--- config.mk ---
export PLATFORM = sky130hd
export DESIGN_NAME = dlyspi_top
export DESIGN_NICKNAME = d
export VERILOG_FILES = /design/src/rtl/dlyspi_pkg.sv /design/src/rtl/dlyspi_rx.sv /design/src/rtl/dlyspi_regs.sv /design/src/rtl/dlyspi_tx.sv /design/src/rtl/dlyspi_top.sv
export SDC_FILE = /design/constraint.sdc
export NUM_CORES = 1
export LEC_CHECK = 0
export BUFFER_PORTS_ARGS = -buffer_cell sky130_fd_sc_hd__buf_2
export CORE_MARGIN = 2
export CORE_UTILIZATION = 55
export CTS_BUF_LIST = sky130_fd_sc_hd__clkbuf_4 sky130_fd_sc_hd__clkbuf_8 sky130_fd_sc_hd__clkbuf_16
export CTS_CLUSTER_DIAMETER = 60
export DETAILED_ROUTE_END_ITERATION = 16
export GPL_ROUTABILITY_DRIVEN = 0
export GPL_TIMING_DRIVEN = 0
export PLACE_DENSITY = 0.84
export SYNTH_ARGS = -nofsm -noshare
export SYNTH_HDL_FRONTEND = slang
export SYNTH_SLANG_ARGS = --single-unit
--- constraint.sdc ---
create_clock -name clk -period 3.8 [get_ports clk]
set_input_delay 0.38 -clock clk [delete_from_list [all_inputs] [get_ports clk]]
set_output_delay 0.38 -clock clk [all_outputs]
set_load 0.03 [all_outputs]
--- src/rtl/dlyspi_pkg.sv ---
package dlyspi_pkg;
  localparam int CODE_W     = 6;
  localparam int N_CH       = 3;
  localparam int FRAME_BITS = 16;
  localparam int CMD_BITS   = 8;
  localparam int SEL_W      = 2;

  typedef enum logic [SEL_W-1:0] {
    CH_RED   = 2'd0,
    CH_GREEN = 2'd1,
    CH_BLUE  = 2'd2,
    CH_NONE  = 2'd3
  } chan_e;
endpackage

--- src/rtl/dlyspi_rx.sv ---
module dlyspi_rx #(
  parameter int FRAME_BITS = 16,
  parameter int CMD_BITS   = 8,
  parameter int CODE_W     = 6,
  parameter int CNT_W      = $clog2(FRAME_BITS + 1)
) (
  input  logic                clk,
  input  logic                rst,
  input  logic                en,
  input  logic                cs_n,
  input  logic                sck,
  input  logic                sdi,
  output logic                active,
  output logic                rise,
  output logic [CNT_W-1:0]    cnt,
  output logic [CMD_BITS-1:0] cmd,
  output logic                cmd_vld,
  output logic                frame_done,
  output logic [CODE_W-1:0]   payload
);
  localparam int SH_W = CMD_BITS - 1;
  localparam logic [CNT_W-1:0] CMD_LAST   = CNT_W'(CMD_BITS - 1);
  localparam logic [CNT_W-1:0] FRAME_LAST = CNT_W'(FRAME_BITS - 1);
  localparam logic [CNT_W-1:0] FRAME_END  = CNT_W'(FRAME_BITS);

  logic            sck_q;
  logic [SH_W-1:0] shreg;

  assign active = en & ~cs_n;
  assign rise   = active & sck & ~sck_q;

  always_ff @(posedge clk) begin
    if (rst) sck_q <= 1'b0;
    else     sck_q <= sck;
  end

  always_ff @(posedge clk) begin
    if (rst || !active) begin
      cnt        <= '0;
      shreg      <= '0;
      cmd_vld    <= 1'b0;
      frame_done <= 1'b0;
    end else begin
      frame_done <= 1'b0;
      if (rise && cnt < FRAME_END) begin
        shreg <= {shreg[SH_W-2:0], sdi};
        cnt   <= cnt + 1'b1;
        if (cnt == CMD_LAST) cmd_vld <= 1'b1;
        if (cnt == FRAME_LAST) frame_done <= 1'b1;
      end
    end
  end

  always_ff @(posedge clk) begin
    if (rst) begin
      cmd     <= '0;
      payload <= '0;
    end else if (rise) begin
      if (cnt == CMD_LAST)   cmd     <= {shreg, sdi};
      if (cnt == FRAME_LAST) payload <= {shreg[CODE_W-2:0], sdi};
    end
  end
endmodule

--- src/rtl/dlyspi_regs.sv ---
module dlyspi_regs #(
  parameter int N_CH   = 3,
  parameter int CODE_W = 6
) (
  input  logic                     clk,
  input  logic                     rst,
  input  logic [N_CH-1:0]          wr_en,
  input  logic [CODE_W-1:0]        wr_data,
  output logic [N_CH*CODE_W-1:0]   codes
);
  for (genvar i = 0; i < N_CH; i++) begin : g_ch
    always_ff @(posedge clk) begin
      if (rst)           codes[i*CODE_W +: CODE_W] <= '0;
      else if (wr_en[i]) codes[i*CODE_W +: CODE_W] <= wr_data;
    end
  end
endmodule

--- src/rtl/dlyspi_tx.sv ---
module dlyspi_tx #(
  parameter int FRAME_BITS = 16,
  parameter int CODE_W     = 6,
  parameter int CNT_W      = $clog2(FRAME_BITS + 1)
) (
  input  logic              clk,
  input  logic              rst,
  input  logic              active,
  input  logic              rise,
  input  logic [CNT_W-1:0]  cnt,
  input  logic              rd_en,
  input  logic [CODE_W-1:0] rd_code,
  output logic              sdo
);
  localparam logic [CNT_W-1:0] WIN_FIRST = CNT_W'(FRAME_BITS - CODE_W - 1);
  localparam logic [CNT_W-1:0] WIN_LAST  = CNT_W'(FRAME_BITS - 2);

  logic [CODE_W-1:0] sh;
  logic              in_win;

  assign in_win = rd_en && cnt >= WIN_FIRST && cnt <= WIN_LAST;

  always_ff @(posedge clk) begin
    if (rst || !active) begin
      sdo <= 1'b0;
      sh  <= '0;
    end else if (rise) begin
      if (!in_win) begin
        sdo <= 1'b0;
        sh  <= '0;
      end else if (cnt == WIN_FIRST) begin
        sdo <= rd_code[CODE_W-1];
        sh  <= {rd_code[CODE_W-2:0], 1'b0};
      end else begin
        sdo <= sh[CODE_W-1];
        sh  <= {sh[CODE_W-2:0], 1'b0};
      end
    end
  end
endmodule

--- src/rtl/dlyspi_top.sv ---
module dlyspi_top
  import dlyspi_pkg::*;
#(
  parameter int P_CODE_W = CODE_W,
  parameter int P_N_CH   = N_CH
) (
  input  logic                         clk,
  input  logic                         rst,
  input  logic                         spi_en,
  input  logic                         cs_n,
  input  logic                         sck,
  input  logic                         sdi,
  output logic                         sdo,
  output logic [P_N_CH*P_CODE_W-1:0]   codes_o
);
  localparam int CNT_W = $clog2(FRAME_BITS + 1);

  logic                active, rise, cmd_vld, frame_done;
  logic [CNT_W-1:0]    cnt;
  logic [CMD_BITS-1:0] cmd;
  logic [P_CODE_W-1:0] payload;
  logic                rw, legal, rd_en;
  logic [SEL_W-1:0]    sel;
  logic [P_N_CH-1:0]   wr_en;
  logic [P_CODE_W-1:0] rd_code;

  dlyspi_rx #(
    .FRAME_BITS(FRAME_BITS), .CMD_BITS(CMD_BITS), .CODE_W(P_CODE_W), .CNT_W(CNT_W)
  ) u_rx (
    .clk(clk), .rst(rst), .en(spi_en), .cs_n(cs_n), .sck(sck), .sdi(sdi),
    .active(active), .rise(rise), .cnt(cnt), .cmd(cmd), .cmd_vld(cmd_vld),
    .frame_done(frame_done), .payload(payload)
  );

  assign rw    = cmd[CMD_BITS-1];
  assign sel   = cmd[SEL_W-1:0];
  assign legal = (cmd[CMD_BITS-2:SEL_W] == '0) && (int'(sel) < P_N_CH);
  assign rd_en = cmd_vld & rw & legal;

  for (genvar i = 0; i < P_N_CH; i++) begin : g_wr
    assign wr_en[i] = frame_done & ~rw & legal & (sel == SEL_W'(i));
  end

  always_comb begin
    rd_code = '0;
    for (int i = 0; i < P_N_CH; i++)
      if (legal && sel == SEL_W'(i)) rd_code = codes_o[i*P_CODE_W +: P_CODE_W];
  end

  dlyspi_regs #(.N_CH(P_N_CH), .CODE_W(P_CODE_W)) u_regs (
    .clk(clk), .rst(rst), .wr_en(wr_en), .wr_data(payload), .codes(codes_o)
  );

  dlyspi_tx #(.FRAME_BITS(FRAME_BITS), .CODE_W(P_CODE_W), .CNT_W(CNT_W)) u_tx (
    .clk(clk), .rst(rst), .active(active), .rise(rise), .cnt(cnt),
    .rd_en(rd_en), .rd_code(rd_code), .sdo(sdo)
  );
endmodule

=== Word level (Yosys, flattened, before mapping) ===
Cells that the tools add are included.

* Bits in registers: 54
* Input port bits: 6
* Output and inout bits: 19
* Logic and storage cells: 59

* $add $sub $neg: 1
* Magnitude comparators: 4
* Equal/unequal tests: 5
* Mux-type cells: 8
* Bitwise operators: 14
* Reduce and logical (&&, ||, !) cells: 15

{| class="wikitable"
|+ Operator list
! kind !! number
|-
| two-way mux 6 bit || 5
|-
| AND 1 bit || 10
|-
| equality test 5 x 4 -> 1 bit, second input constant || 2
|-
| logical AND 1 bit || 7
|-
| AND reduction 2 bit || 3
|-
| adder 5 x 1 -> 5 bit, second input constant || 1
|-
| equality test 5 x 3 -> 1 bit, second input constant || 1
|-
| >= comparator 5 x 4 -> 1 bit, second input constant || 1
|-
| less-or-equal comparator 5 x 4 -> 1 bit, second input constant || 1
|-
| logical NOT 5 bit || 1
|-
| less-than comparator 5 bit, second input constant || 1
|-
| inverter 1 bit || 4
|-
| two-way mux 1 bit || 3
|-
| equality test 2 x 1 -> 1 bit, second input constant || 1
|-
| equality test 2 bit, second input constant || 1
|-
| logical NOT 2 bit || 1
|-
| less-than comparator 2 bit, second input constant || 1
|-
| OR reduction 2 bit || 1
|-
| logical NOT 1 bit || 1
|-
| logical OR 1 bit || 1
|}

=== Logic depth before layout (Yosys ltp) ===
* Word-level depth: 8
* Depth in mapped cells: 7
* Depth with buffers taken out: 7

=== Cells and area by module ===
From an unflattened synthesis, not the netlist that was laid out.

* Cells, all modules: 268
* Area, all modules: 2486.1 um2

{| class="wikitable"
|+ Modules (own cells, without submodules)
! module !! times used !! cells each !! area each (um2) !! seq. area each (um2)
|-
| dlyspi_rx || 1 || 129 || 1161.1 || 580.6
|-
| dlyspi_regs || 1 || 59 || 664.4 || 360.3
|-
| dlyspi_tx || 1 || 44 || 401.6 || 120.1
|-
| dlyspi_top || 1 || 36 || 259.0 || 0.0
|}

=== Worst setup path before layout ===
OpenSTA, ideal clock, no wires.

* Path type: input to register
* Start point: input cs_n
* End point: register u_rx.cmd[0]
* Setup time: 0.128 ns
* Arrival time: 1.399 ns
* Required time: 3.672 ns
* Path slack: 2.273 ns
* Cell stages on the path: 7
* Buffers on the path: 2
* Cells stage by stage: nand4bb_4 > nand2b_4 > buf_6 > nor3_1 > buf_4 > mux2i_1 > nor2_1

* Cells in the longest elaborated chain, start to end: 5

{| class="wikitable"
|+ RTL lines
! what !! line !! source
|-
| start: declaration || dlyspi_top.sv:10 || <nowiki>input logic cs_n,</nowiki>
|-
| inverter 1 bit || dlyspi_rx.sv:29 || <nowiki>assign active = en & ~cs_n;</nowiki>
|-
| AND 1 bit || dlyspi_rx.sv:29 ||
|-
| AND 1 bit (2 in a row) || dlyspi_rx.sv:30 || <nowiki>assign rise = active & sck & ~sck_q;</nowiki>
|-
| AND reduction 2 bit (no line) || - ||
|-
| end signal: assignment || dlyspi_rx.sv:59 || <nowiki>if (cnt == CMD_LAST) cmd <= {shreg, sdi};</nowiki>
|-
| end: declaration || dlyspi_rx.sv:16 || <nowiki>output logic [CMD_BITS-1:0] cmd,</nowiki>
|}

No other way between the ends.
A chain may end at the register's enable or synchronous reset.

=== Final worst setup path ===
* Start point: register u_rx.cmd[2]
* End point: register u_regs.codes[14]

* Cells in the longest elaborated chain, start to end: 4

{| class="wikitable"
|+ RTL lines
! what !! line !! source
|-
| logical NOT 5 bit || dlyspi_top.sv:37 || <nowiki>assign legal = (cmd[CMD_BITS-2:SEL_W] == '0) && (int'(sel) < P_N_CH);</nowiki>
|-
| logical AND 1 bit || dlyspi_top.sv:37 ||
|-
| AND 1 bit (2 in a row) || dlyspi_top.sv:41 || <nowiki>assign wr_en[i] = frame_done & ~rw & legal & (sel == SEL_W'(i));</nowiki>
|-
| end signal: indexed assignment || dlyspi_regs.sv:14 || <nowiki>else if (wr_en[i]) codes[i*CODE_W +: CODE_W] <= wr_data;</nowiki>
|-
| end: declaration || dlyspi_regs.sv:9 || <nowiki>output logic [N_CH*CODE_W-1:0] codes</nowiki>
|}

No other way between the ends.

==> results.tsv <==
metric	value	unit
outcome	completed	
synth_cell_types	32	
cts_root_buf	clkbuf_8	
floorplan.die.width	67.33	um
tns	0	ns
fin_crit	1.686	ns
htreeDepth	2	
drv_cap	0	
vias	1691	
avgSynthCellArea	9.230	um^2
synth-seq-cells	53	
cellPowerDensity	386.8	mW/mm^2
grt_pass1_vias	1494	
tightest_slew	0.5763	ns
grt_overflow_total	0	
leakage	1.099	nW
hold_buffers	0	
whs	0.3295	ns
maxSlewViolCount	0	
peakVddDrop	0.2132	mV
fillers	323	
synth_edf_count	0	
yosys_warnings	0	
grt_pass1_wl	7107	um
io_buffers	23	
crit_type	reg2reg	
cts_setup_buffers	0	
fmax	593.1	MHz
rsz0062_at_grt	no	
die_h	67.33	um
start_kind	register	
critPathMaxFanout	6	
period_share	44.37	%
post_cts_resized	0	
worst-endpoint-arrival	1.89	ns
cts_sinks	53	
slowest_delay	0.41	ns
grt.busiest_layer	met2	
worstSetupEndpointType	register	
layout_common_cells	53 x dfxtp_1, 45 x nor2_1, 38 x mux2i_1	
dp_worst_setup_slack	2.025	ns
cp_cell_sequence	nor3_2, nand4b_1, or3b_1, buf_6, mux2i_1, nor2_1	
hpwlAfterDp	3190	um
wl	4434	um
final_hold_viol_count	0	
start_util	55.95	%
viasPerCell	5.284	
setup_viol	0	
clk_latency	0.31	ns
setup_ws	2.114	ns
num_io_pins	25	
firstDrtPassIters	4	
mostFrequentLayoutCell	dfxtp_1	
numCtsBuffers	5	
antennaDiodeCount	0	
slew_headroom	61.50	%
clock_path_buffers	2	
worst_path_dominant_cell_family	simple AND/OR/NAND/NOR gates	
synth_nets	248	
wl_per_cell	13.86	um
use_met1	26.99	%
syn_to_final_growth	13.27	%
antenna_found_initial	0	
place_area	0.002384	mm^2
drt.antenna.violating_nets	0	
nets	278	
critPathRequiredTime	4.00	ns
rows	23	
final_area	0.002499	mm^2
grtUsageMet3	5.667	%
synth-seq-area-share	48.10	%
grt_usage	21.51	%
skew	0.01389	ns
grt_max_degree	17	
drc	0	
drt_iter0_drc	98	
ys.flop_type	dfxtp_1	
coreArea	0.003943	mm^2
met2_usage	35.27	%
slowest_stage	or3b_1	
layout-drive-gt1-share	14.81	%
die-area	0.004533	mm^2
hp-class	in2reg	
synthArstFlopShare	0	%
path_clk_slew	0.10	ns
synth_area	0.002206	mm^2
synthCells	239	
cts_tree	yes	
cp_num_buf_inv	1	
==> per-layer routing <==
layer | vias to the layer above | part of all wire [%] | wire length [um]
li1 | 862 | - | -
met1 | 796 | 46 | 2041
met2 | 25 | 49 | 2152
met3 | 8 | 3.2 | 142
met4 | 0 | 2.2 | 97
met5 | - | 0 | 0
==> path summary, 6_finish.rpt <==
check | depth (start not counted) | start | slack [ns] | end
worst max-delay path | 6 | u_rx.cmd[2] | 2.11 | u_regs.codes[14]
worst min register to register | 2 | u_tx.sdo | 0.45 | u_tx.sdo
worst max register to register | 6 | u_rx.cmd[2] | 2.11 | u_regs.codes[14]
worst min-delay path | 3 | sdi | 0.33 | u_rx.shreg[0]
==> worst register-to-register path, stage by stage (launching register included) <==
cell      delay, ns
dfxtp_1        0.33
nor3_2         0.30
nand4b_1       0.17
or3b_1         0.41
buf_6          0.16
mux2i_1        0.17
nor2_1         0.05
==> cells by family (layout without fill, tap and decap cells) <==
logic type               Yosys count  after routing  synth area share (%)
multiplexers                      38             38                 17.24
AO/OA/AOI/OAI                     26             26                 6.580
XOR/XNOR                           3              3                 1.191
AND/OR/NAND/NOR                   98             98                 21.16
flip-flops                        53             53                 48.10
adder cells (fa/ha/maj)            3              3                 1.702
buffers and inverters             18             49                 4.027
==> sequential cells by signal (all words and copies together), names as in the netlist <==
signal,count
u_rx.cnt,5
u_rx.cmd_vld,1
u_tx.sh,5
u_regs.codes,18
u_rx.payload,6
u_rx.sck_q,1
u_rx.shreg,7
u_rx.cmd,8
u_tx.sdo,1
u_rx.frame_done,1
==> through the flow <==
step	cells	total power, mW	util (%)
floorplan	239	0.5838	-
global placement	312	0.5915	60.46
detailed placement	312	0.5919	60.46
CTS	320	0.9727	63.38
global route	320	0.9972	63.38
finish	320	0.9666	63.38
==> where the power goes <==
group / leakage [nW] / switching, mW / internal [mW] / total, mW
sequential: 0.427 / 0.000706 / 0.556 / 0.556
combinational: 0.614 / 0.0148 / 0.00746 / 0.0223
clock: 0.0588 / 0.183 / 0.205 / 0.388
==> synthesized netlist by cell type (2+ instances only) <==
master | count | area share, %
a21oi_1 | 9 | 2.0
nor2_1 | 45 | 7.7
buf_2 | 2 | 0.45
dfxtp_1 | 53 | 48
nand3_1 | 2 | 0.45
nand2b_1 | 2 | 0.57
ha_1 | 3 | 1.7
clkbuf_1 | 9 | 1.5
buf_6 | 2 | 1.0
inv_1 | 4 | 0.68
nand2_1 | 31 | 5.3
nor2b_1 | 3 | 0.85
mux2i_1 | 38 | 17
nand3b_1 | 2 | 0.68
nor3_1 | 2 | 0.45
o21ai_1 | 5 | 1.1
a22oi_1 | 5 | 1.7
o21ai_0 | 6 | 1.4
xnor2_1 | 2 | 0.79
or3b_1 | 2 | 0.79
==> final cells by class <==
cell class              count  area, um^2  area share [%]
plain buffers              14       73.82           2.954
clock buffers               6       76.32           3.055
inverters                   4       15.01          0.6009
clock inverters             2       38.79           1.552
well taps                  50       62.56           2.504
repair buffers             23       115.1           4.607
multi-input cells         168        1056           42.26
flip-flops and latches     53        1061           42.46
Note: power is estimated with default switching activity, not from simulation.
